[src/rtl/udp_rx_pkg.sv]
package udp_rx_pkg;

    localparam int BYTE_W        = 8;
    localparam int PORT_W        = 16;
    localparam int ADDR_W        = 32;
    localparam int UDP_HDR_BYTES = 8;
    localparam int HDR_IDX_W     = $clog2(UDP_HDR_BYTES);
    localparam int HDR_CNT_W     = $clog2(UDP_HDR_BYTES + 1);

    // header byte positions the capture logic decodes
    localparam int POS_SPORT = 0;
    localparam int POS_DPORT = 2;
    localparam int POS_LEN   = 4;

    typedef enum logic [1:0] {
        RX_IDLE,
        RX_UDP,
        RX_SKIP
    } rx_state_e;

    typedef struct packed {
        logic                 open_udp;
        logic                 hdr_we;
        logic [HDR_IDX_W-1:0] idx;
        logic                 hdr_done;
        logic                 pay_beat;
    } rx_ctl_t;

    function automatic logic [PORT_W-1:0] payload_len(input logic [PORT_W-1:0] total);
        return total - PORT_W'(UDP_HDR_BYTES);
    endfunction

endpackage

[src/rtl/udp_rx_ctrl.sv]
module udp_rx_ctrl
    import udp_rx_pkg::*;
#(
    parameter logic [BYTE_W-1:0] PROTO_UDP = 8'h11
) (
    input  logic              clk,
    input  logic              rst,
    input  logic              ip_sof_i,
    input  logic              ip_hdr_ok_i,
    input  logic [BYTE_W-1:0] ip_proto_i,
    input  logic              ip_vld_i,
    input  logic              ip_last_i,
    output rx_ctl_t           ctl_o
);

    localparam logic [HDR_CNT_W-1:0] CNT_FULL = HDR_CNT_W'(UDP_HDR_BYTES);
    localparam logic [HDR_CNT_W-1:0] CNT_LAST = HDR_CNT_W'(UDP_HDR_BYTES - 1);

    rx_state_e            st_q;
    logic [HDR_CNT_W-1:0] cnt_q;

    logic                 open_w;
    logic                 proto_hit;
    logic                 is_udp;
    logic                 in_frame;
    logic                 beat;
    logic [HDR_CNT_W-1:0] pos;

    always_comb begin
        open_w    = (st_q == RX_IDLE) && ip_sof_i && ip_hdr_ok_i;
        proto_hit = (ip_proto_i == PROTO_UDP);
        is_udp    = open_w ? proto_hit : (st_q == RX_UDP);
        in_frame  = open_w || (st_q != RX_IDLE);
        pos       = open_w ? '0 : cnt_q;
        beat      = in_frame && ip_vld_i;

        ctl_o.open_udp = open_w && proto_hit;
        ctl_o.hdr_we   = is_udp && beat && (pos < CNT_FULL);
        ctl_o.idx      = pos[HDR_IDX_W-1:0];
        ctl_o.hdr_done = is_udp && beat && (pos == CNT_LAST) && !ip_last_i;
        ctl_o.pay_beat = is_udp && beat && (pos == CNT_FULL);
    end

    always_ff @(posedge clk) begin
        if (rst) begin
            st_q  <= RX_IDLE;
            cnt_q <= '0;
        end else if (beat && ip_last_i) begin
            st_q  <= RX_IDLE;
            cnt_q <= '0;
        end else if (open_w) begin
            st_q  <= proto_hit ? RX_UDP : RX_SKIP;
            cnt_q <= beat ? HDR_CNT_W'(1) : '0;
        end else if (beat && (cnt_q < CNT_FULL)) begin
            cnt_q <= cnt_q + 1'b1;
        end
    end


    cnt_sat_chk: assert property (@(posedge clk) disable iff (rst)
        cnt_q <= CNT_FULL);


    idle_cnt_clear_chk: assert property (@(posedge clk) disable iff (rst)
        (st_q == RX_IDLE) |-> (cnt_q == '0));

endmodule

[src/rtl/udp_rx_hdr_cap.sv]
module udp_rx_hdr_cap
    import udp_rx_pkg::*;
(
    input  logic              clk,
    input  logic              rst,
    input  rx_ctl_t           ctl_i,
    input  logic [BYTE_W-1:0] ip_byte_i,
    input  logic [ADDR_W-1:0] ip_src_i,
    input  logic              pay_last_q_i,
    output logic              hdr_ok_o,
    output logic [ADDR_W-1:0] src_ip_o,
    output logic [PORT_W-1:0] src_port_o,
    output logic [PORT_W-1:0] dst_port_o,
    output logic [PORT_W-1:0] pay_len_o
);

    localparam int N_PORTS = 2;

    logic [N_PORTS-1:0][PORT_W-1:0] port_q;
    logic [BYTE_W-1:0]              len_hi_q;

    genvar g;
    generate
        for (g = 0; g < N_PORTS; g++) begin : g_port
            localparam int BASE = (g == 0) ? POS_SPORT : POS_DPORT;
            always_ff @(posedge clk) begin
                if (rst) begin
                    port_q[g] <= '0;
                end else if (ctl_i.hdr_we) begin
                    if (ctl_i.idx == HDR_IDX_W'(BASE))
                        port_q[g][PORT_W-1:BYTE_W] <= ip_byte_i;
                    else if (ctl_i.idx == HDR_IDX_W'(BASE + 1))
                        port_q[g][BYTE_W-1:0] <= ip_byte_i;
                end
            end
        end
    endgenerate

    always_ff @(posedge clk) begin
        if (rst) begin
            len_hi_q  <= '0;
            pay_len_o <= '0;
        end else if (ctl_i.hdr_we) begin
            if (ctl_i.idx == HDR_IDX_W'(POS_LEN))
                len_hi_q <= ip_byte_i;
            else if (ctl_i.idx == HDR_IDX_W'(POS_LEN + 1))
                pay_len_o <= payload_len({len_hi_q, ip_byte_i});
        end
    end

    always_ff @(posedge clk) begin
        if (rst)
            src_ip_o <= '0;
        else if (ctl_i.open_udp)
            src_ip_o <= ip_src_i;
    end

    always_ff @(posedge clk) begin
        if (rst)
            hdr_ok_o <= 1'b0;
        else if (ctl_i.hdr_done)
            hdr_ok_o <= 1'b1;
        else if (pay_last_q_i)
            hdr_ok_o <= 1'b0;
    end

    assign src_port_o = port_q[0];
    assign dst_port_o = port_q[1];


    hdr_frozen_chk: assert property (@(posedge clk) disable iff (rst)
        (hdr_ok_o && !ctl_i.hdr_done) |=> ($stable(src_port_o) && $stable(dst_port_o)));

endmodule

[src/rtl/udp_rx_pay_out.sv]
module udp_rx_pay_out
    import udp_rx_pkg::*;
(
    input  logic              clk,
    input  logic              rst,
    input  rx_ctl_t           ctl_i,
    input  logic [BYTE_W-1:0] ip_byte_i,
    input  logic              ip_last_i,
    output logic              udp_sof_o,
    output logic [BYTE_W-1:0] pay_byte_o,
    output logic              pay_vld_o,
    output logic              pay_last_o
);

    logic armed_q;

    always_ff @(posedge clk) begin
        if (rst)
            armed_q <= 1'b0;
        else if (ctl_i.hdr_done)
            armed_q <= 1'b1;
        else if (ctl_i.pay_beat)
            armed_q <= 1'b0;
    end

    always_ff @(posedge clk) begin
        if (rst) begin
            udp_sof_o  <= 1'b0;
            pay_byte_o <= '0;
            pay_vld_o  <= 1'b0;
            pay_last_o <= 1'b0;
        end else begin
            udp_sof_o  <= ctl_i.pay_beat && armed_q;
            pay_byte_o <= ctl_i.pay_beat ? ip_byte_i : '0;
            pay_vld_o  <= ctl_i.pay_beat;
            pay_last_o <= ctl_i.pay_beat && ip_last_i;
        end
    end


    one_sof_chk: assert property (@(posedge clk) disable iff (rst)
        udp_sof_o |=> !udp_sof_o);

endmodule

[src/rtl/udp_hdr_rx.sv]
module udp_hdr_rx
    import udp_rx_pkg::*;
#(
    parameter logic [7:0] PROTO_UDP = 8'h11
) (
    input  logic        clk,
    input  logic        rst,
    input  logic        ip_sof_i,
    input  logic        ip_hdr_ok_i,
    input  logic [7:0]  ip_proto_i,
    input  logic [31:0] ip_src_i,
    input  logic [7:0]  ip_byte_i,
    input  logic        ip_vld_i,
    input  logic        ip_last_i,
    output logic        udp_sof_o,
    output logic        hdr_ok_o,
    output logic [31:0] src_ip_o,
    output logic [15:0] src_port_o,
    output logic [15:0] dst_port_o,
    output logic [15:0] pay_len_o,
    output logic [7:0]  pay_byte_o,
    output logic        pay_vld_o,
    output logic        pay_last_o
);

    rx_ctl_t ctl;

    udp_rx_ctrl #(.PROTO_UDP(PROTO_UDP)) ctrl_i (
        .clk         (clk),
        .rst         (rst),
        .ip_sof_i    (ip_sof_i),
        .ip_hdr_ok_i (ip_hdr_ok_i),
        .ip_proto_i  (ip_proto_i),
        .ip_vld_i    (ip_vld_i),
        .ip_last_i   (ip_last_i),
        .ctl_o       (ctl)
    );

    udp_rx_hdr_cap hdr_i (
        .clk          (clk),
        .rst          (rst),
        .ctl_i        (ctl),
        .ip_byte_i    (ip_byte_i),
        .ip_src_i     (ip_src_i),
        .pay_last_q_i (pay_last_o),
        .hdr_ok_o     (hdr_ok_o),
        .src_ip_o     (src_ip_o),
        .src_port_o   (src_port_o),
        .dst_port_o   (dst_port_o),
        .pay_len_o    (pay_len_o)
    );

    udp_rx_pay_out pay_i (
        .clk        (clk),
        .rst        (rst),
        .ctl_i      (ctl),
        .ip_byte_i  (ip_byte_i),
        .ip_last_i  (ip_last_i),
        .udp_sof_o  (udp_sof_o),
        .pay_byte_o (pay_byte_o),
        .pay_vld_o  (pay_vld_o),
        .pay_last_o (pay_last_o)
    );


    last_has_vld_chk: assert property (@(posedge clk) disable iff (rst)
        pay_last_o |-> pay_vld_o);


    sof_with_hdr_chk: assert property (@(posedge clk) disable iff (rst)
        udp_sof_o |-> (pay_vld_o && hdr_ok_o));


    vld_needs_hdr_chk: assert property (@(posedge clk) disable iff (rst)
        pay_vld_o |-> hdr_ok_o);


    hdr_drop_after_last_chk: assert property (@(posedge clk) disable iff (rst)
        pay_last_o |=> !hdr_ok_o);


    idle_byte_zero_chk: assert property (@(posedge clk) disable iff (rst)
        !pay_vld_o |-> (pay_byte_o == 8'h00));


    fields_hold_chk: assert property (@(posedge clk) disable iff (rst)
        (pay_vld_o && !udp_sof_o) |-> ($stable(src_port_o) && $stable(dst_port_o)
                                      && $stable(pay_len_o) && $stable(src_ip_o)));

endmodule

[config.mk]
export PLATFORM = sky130hd
export DESIGN_NAME = udp_hdr_rx
export DESIGN_NICKNAME = d
export VERILOG_FILES = /design/src/rtl/udp_rx_pkg.sv /design/src/rtl/udp_rx_ctrl.sv /design/src/rtl/udp_rx_hdr_cap.sv /design/src/rtl/udp_rx_pay_out.sv /design/src/rtl/udp_hdr_rx.sv
export SDC_FILE = /design/constraint.sdc
export NUM_CORES = 1
export LEC_CHECK = 0
export BUFFER_PORTS_ARGS = -buffer_cell sky130_fd_sc_hd__buf_2
export CORE_MARGIN = 10
export CORE_UTILIZATION = 49
export CTS_CLUSTER_SIZE = 40
export DETAILED_ROUTE_END_ITERATION = 16
export HOLD_SLACK_MARGIN = 0.15
export PLACE_DENSITY_LB_ADDON = 0.25
export SYNTH_ARGS = -nofsm -noshare
export SYNTH_HDL_FRONTEND = slang
export SYNTH_SLANG_ARGS = --single-unit
[constraint.sdc]
create_clock -name clk -period 2.18 [get_ports clk]
set_clock_uncertainty 0.2 [all_clocks]
set_input_delay 0.218 -clock clk [delete_from_list [all_inputs] [get_ports clk]]
set_output_delay 0.218 -clock clk [all_outputs]
set_load 0.005 [all_outputs]
==> flow_metrics.tcl, run 1 <==
set metrics [dict create \
    outcome "complete, no violations" \
    clk_latency_ns 0.34 \
    pwr-share-comb_pct 7.2 \
    start_util_pct 50.0 \
    slew_violations 0 \
    critical_path_arrival_ns 2.13 \
    setup_viol_count_final 0 \
    cts.clk_slew.worst_paths_ns 0.10 \
    p_seq_share_pct 58.9 \
    clockBufferDepth 2 \
    maxCapViolations 0 \
    cts_sinks 107 \
    final_nets 693 \
    p_per_area_nw_per_um2 587 \
    drc 0 \
    relSlewSlack_pct 69.9 \
    critPathCaptureType "flip-flop" \
    cp_max_fo 3 \
    cp_top_family "buffers and inverters" \
    hold_violations 0 \
    grt_pass1_wl_mm 19.5 \
    layout_common_cells "buf_2 (145), dfxtp_1 (107), nand2_1 (71)" \
    ios 146 \
    reg2reg_depth 5 \
    path_cells "buf_2 > nor4b_2 > dlygate4sd3_1 > nand2_1 > dlygate4sd3_1 > a21oi_1 > nor2_1" \
    hold_end "ctrl_i.cnt_q[0]" \
    required_ns 2.22 \
    syn2layout_area_growth_pct 39.1 \
    die-width_um 111 \
    antenna_found_initial 1 \
    fp-row-count 33 \
    drt_wl_total_mm 11.7 \
    ir_drop_mv 0.379 \
    r2r-start "hdr_i.len_hi_q[1]" \
    crit_top_cell "dlygate4sd3_1" \
    final_common_cell "buf_2" \
    async_reset_ff_share_pct 0 \
    root_buffer "clkbuf_8" \
    rsz0062_at_grt "no" \
    post-route-period-util_pct 95.6 \
    critPathLaunchType "primary input" \
    fmax_mhz 480 \
    min_period_ns 2.08 \
    num_vias 3691 \
    final_core_util_pct 69.5 \
    synth_nets 497 \
    drtIter0Drc 165 \
    yosysSeqAreaShare_pct 52.4 \
    yosys_warnings 0 \
    grt_usage_pct 18.7 \
    ant_nets 0 \
    avgSynthCellArea_um2 9.27 \
    grt_max_degree 43 \
    max_stage_delay_ns 0.60 \
    syn_inst 441 \
    cp_slowest_cell "dlygate4sd3_1" \
    cts_setup_buffers 0 \
    cts-buffers-inserted 9 \
    die_y_um 111 \
    crit_buf_inv 3 \
    die_area_um2 12400 \
    p_clk_share_pct 33.9 \
    dp_hpwl_mm 8.27 \
    drive_gt1_share_pct 30.5 \
    timing.rr.end "hdr_i.pay_len_o[15]" \
    first_pass_iters 4 \
    path_class "primary input to flip-flop" \
    synth_area_um2 4090 \
    cellLeakagePower_nw 2.55 \
    gp_congestion 0.864 \
    synth_top_flop_cell "dfxtp_1" \
    hp-class "primary input to flip-flop" \
    coreArea_um2 8180 \
    p_int_mw 2.54 \
    holdPathStages 4 \
    swShare_pct 23.8 \
    synth_edf_count 0 \
    synth.distinct_cells 39 \
    h-tree-depth 3 \
    wire_per_inst_um 15.7 \
    rrSetupSlack_ns 0.19 \
    ys_ff_latch 107 \
    fin_setup_tns_ns 0 \
    viasPerCell 4.93 \
    port_buffers 145 \
    min_from "ip_sof_i" \
    globalRouteOverflowTotal 0 \
    cts_tree "done" \
    power_switching_uw 795 \
    tightest_slew_ns 0.450 \
    grt_pass1_vias 3834 \
]
-- through the flow --
step | hold WS (ns) | worst slack [ns] | total power [mW] | area, um^2 | instances
4_1_cts | 0.158 | 0.0931 | 3.37 | 5670 | 747
2_1_floorplan | 0.140 | 0.241 | 2.09 | 4090 | 441
3_5_place_dp | 0.244 | 0.0894 | 2.19 | 5020 | 685
3_3_place_gp | 0.234 | 0.153 | 2.18 | 5020 | 685
6_report | 0.183 | 0.0954 | 3.34 | 5690 | 748
5_1_grt | 0.163 | 0.0102 | 3.47 | 5690 | 748
-- repair_timing --
action | in CTS | in global routing
gates resized for setup | 0 | 2
setup endpoints to repair | 0 | 2
hold buffers | 46 | 0
endpoints found under the hold margin | 100 | 0
-- sequential cells by signal, summed over array words and instances, names as in the netlist --
register,count
pay_i.udp_sof_o,1
hdr_i.dst_port_o,16
hdr_i.len_hi_q,8
hdr_i.hdr_ok_o,1
ctrl_i.st_q,2
pay_i.pay_vld_o,1
ctrl_i.cnt_q,4
pay_i.pay_last_o,1
hdr_i.src_ip_o,32
pay_i.armed_q,1
hdr_i.src_port_o,16
hdr_i.pay_len_o,16
pay_i.pay_byte_o,8
-- cell type report --
class | count | area (um^2)
Clock buffer | 10 | 138
Inverter | 2 | 7.51
Sequential cell | 107 | 2140
Antenna cell | 1 | 2.50
Fill cell | 678 | 2490
Tap cell | 105 | 131
Clock inverter | 6 | 50.0
Timing Repair Buffer | 210 | 1350
Multi-Input combinational cell | 307 | 1860
-- metal layers --
metal / vias to the layer above / track usage [%] / part of all wire, %
met3: 15 / 5.41 / 6.6
met4: 0 / 6.94 / 1.6
met1: 1699 / 22.2 / 42
li1: 1868 / - / -
met2: 109 / 31.3 / 49
met5: - / 0 / 0
-- worst max path at each step --
stage	start	end	slack, ns	cells after the start
global route	ip_vld_i	hdr_i.dst_port_o[0]	0.01	9
detailed placement	ip_proto_i[1]	hdr_i.dst_port_o[0]	0.09	7
global placement	ip_proto_i[5]	hdr_i.dst_port_o[3]	0.15	7
finish	ip_proto_i[5]	ctrl_i.st_q[1]	0.1	7
floorplan	hdr_i.len_hi_q[0]	hdr_i.pay_len_o[15]	0.24	5
CTS	ip_byte_i[6]	hdr_i.pay_len_o[11]	0.09	7
-- power by group through the flow --
stage	registers, mW	clock network (mW)	logic (mW)
floorplan	2.01	0	0.0820
global placement	2.01	0	0.173
detailed placement	2.01	0	0.176
CTS	1.96	1.17	0.239
global route	1.97	1.24	0.262
finish	1.96	1.13	0.241
-- cells in the mapped netlist, types with 2 or more instances --
library cell / count / share of area, %
and2_1: 8 / 1.2
nand2b_1: 17 / 2.6
xnor2_1: 10 / 2.1
nor3_1: 10 / 1.2
ha_1: 2 / 0.61
nor4b_2: 2 / 0.73
nand3_1: 4 / 0.49
nand2_1: 71 / 6.5
nand4_1: 2 / 0.31
xor2_1: 2 / 0.43
inv_1: 2 / 0.18
nor2b_1: 4 / 0.61
nor2_1: 62 / 5.7
clkbuf_1: 23 / 2.1
a211oi_1: 10 / 1.8
nor3_4: 2 / 0.80
dfxtp_1: 107 / 52
a211oi_2: 2 / 0.61
mux2i_1: 45 / 11
a21oi_1: 36 / 4.4
and3b_1: 2 / 0.43
-- worst register-to-register path, cell delays in order, from the launching register on --
cell	delay (ns)
dfxtp_1	0.37
or4_4	0.54
or3_4	0.35
nor3_2	0.18
xnor2_1	0.10
a211oi_2	0.20
-- kinds of logic (layout without fill, tap and decap cells) --
| kind of cell | Yosys count | count (layout) | synth area share [%] |
|---|---|---|---|
| fa+ha+maj | 2 | 2 | 0.612 |
| simple gates | 195 | 195 | 23.0 |
| xor+xnor | 12 | 12 | 2.57 |
| mux | 45 | 45 | 11.0 |
| flops | 107 | 107 | 52.4 |
| buf+inv | 27 | 228 | 2.51 |
| compound gates | 53 | 53 | 7.84 |
| other cells | 0 | 1 | 0 |
Power figures use the tool's default switching activity.
==> inputs of run 2 (changes only) <==
Settings changed: CORE_UTILIZATION 49 to 44.
Clock period 2.18 ns to 1.8 ns, I/O delays scaled along.
==> flow_metrics.tcl, run 2 (synthesis results as in run 1) <==
set metrics [dict create \
    coreArea_um2 9150 \
    maxCapViolations 0 \
    syn2layout_area_growth_pct 45.5 \
    final_core_util_pct 65.0 \
    relSlewSlack_pct 78.1 \
    slew_violations 0 \
    drt_wl_total_mm 11.9 \
    antenna_cells 0 \
    setup_slack_ns -0.115 \
    fmax_mhz 522 \
    cts_tree "done" \
    viasPerCell 4.83 \
    pre_cts_ws_ns -0.157 \
    cellLeakagePower_nw 2.69 \
    post-route-period-util_pct 106 \
    cts.clk_slew.worst_paths_ns 0.10 \
    largest_reg_flops 32 \
    ir_drop_mv 0.457 \
    max_stage_delay_ns 0.52 \
    gp_congestion 0.808 \
    regMostFlops "hdr_i.src_ip_o" \
    ant_nets 0 \
    die_area_um2 13500 \
    layout_common_cells "buf_2 (145), dfxtp_1 (103), nand2_1 (70)" \
    setup_viol_count_final 2 \
    first_pass_iters 4 \
    port_buffers 145 \
    min_period_ns 1.91 \
    required_ns 1.89 \
    dpl-instance-area_um2 5220 \
    drc 0 \
    die_y_um 116 \
    h-tree-depth 3 \
    path_cells "or4_4 > or3_4 > nor3_4 > xnor2_1 > a211oi_2" \
    critPathCaptureType "flip-flop" \
    hp-class "primary input to flip-flop" \
    globalRouteOverflowTotal 0 \
    antenna_found_initial 0 \
    wire_per_inst_um 15.4 \
    p_per_area_nw_per_um2 688 \
    rsz0062_at_grt "yes" \
    outcome "finished, violations left" \
    clk_latency_ns 0.36 \
    grt_pass1_wl_mm 18.9 \
    root_buffer "clkbuf_8" \
    grt_usage_pct 17.3 \
    start_util_pct 44.6 \
    drive_gt1_share_pct 34.1 \
    cts-buffers-inserted 9 \
    num_vias 3726 \
    die-width_um 116 \
    final_area_um2 5950 \
    fp-row-count 35 \
    grt_max_degree 44 \
    hold_violations 0 \
    critPathLaunchType "flip-flop" \
    dp_hpwl_mm 8.44 \
    cp_slowest_cell "or4_4" \
    final_nets 711 \
    cp_top_family "simple AND/OR/NAND/NOR gates" \
    critical_path_arrival_ns 2.01 \
    cts_sinks 107 \
    tightest_slew_ns 0.329 \
    holdWs_ns 0.177 \
    ios 146 \
    grt_pass1_vias 3735 \
    violations "negative setup slack" \
    total_power_mw 4.09 \
    final_common_cell "buf_2" \
    drtIter0Drc 164 \
    crit_buf_inv 0 \
    cp_max_fo 2 \
    path_class "flip-flop to flip-flop" \
    clockBufferDepth 2 \
]
-- run 2: path summary, 6_finish.rpt --
kind	depth (start not counted)	slack, ns	to	start
max reg2reg	5	-0.11	hdr_i.pay_len_o[15]	hdr_i.len_hi_q[0]
max	5	-0.11	hdr_i.pay_len_o[15]	hdr_i.len_hi_q[0]
min	5	0.18	hdr_i.pay_len_o[7]	ip_byte_i[7]
min reg2reg	2	0.25	hdr_i.src_ip_o[7]	hdr_i.src_ip_o[7]
-- run 2: final cells by class --
cell class	count	area (um^2)
clock buffers	11	151
well taps	111	139
fillers	767	3210
multi-input cells	307	1910
flip-flops and latches	107	2150
repair buffers	228	1550
clock inverters	5	36.3
inverters	2	7.51
-- run 2: layer usage --
layer  vias to the layer above  global-route usage (%)  wire, um
li1                       1908                       -         -
met5                         -                       0         0
met4                         0                    5.67       213
met2                        97                    28.4      5810
met3                        17                    5.60       882
met1                      1704                    21.1      5000
-- run 2: worst min-delay path, stage by stage --
cell	delay [ns]
buf_2	0.09
nor3_1	0.05
buf_4	0.14
nand2_2	0.13
a311oi_1	0.10
-- run 2: through the flow --
step,TNS [ns],instances
global route,-0.680,771
global placement,-1.13,708
CTS,-0.518,770
floorplan,-0.163,441
finish,-0.214,771
detailed placement,-1.35,708
-- run 2: power breakdown --
| part | internal, mW | switching (mW) | total, mW |
|---|---|---|---|
| registers | 2.37 | 0.00889 | 2.38 |
| logic | 0.171 | 0.144 | 0.315 |
| clock network | 0.586 | 0.812 | 1.40 |
-- run 2: timing repair --
item,4_1_cts,5_1_grt
setup buffers,0,1
hold endpoints to repair,98,0
hold buffers,46,0
pin swaps,0,2
resized for setup,5,15
setup endpoints to repair,10,36
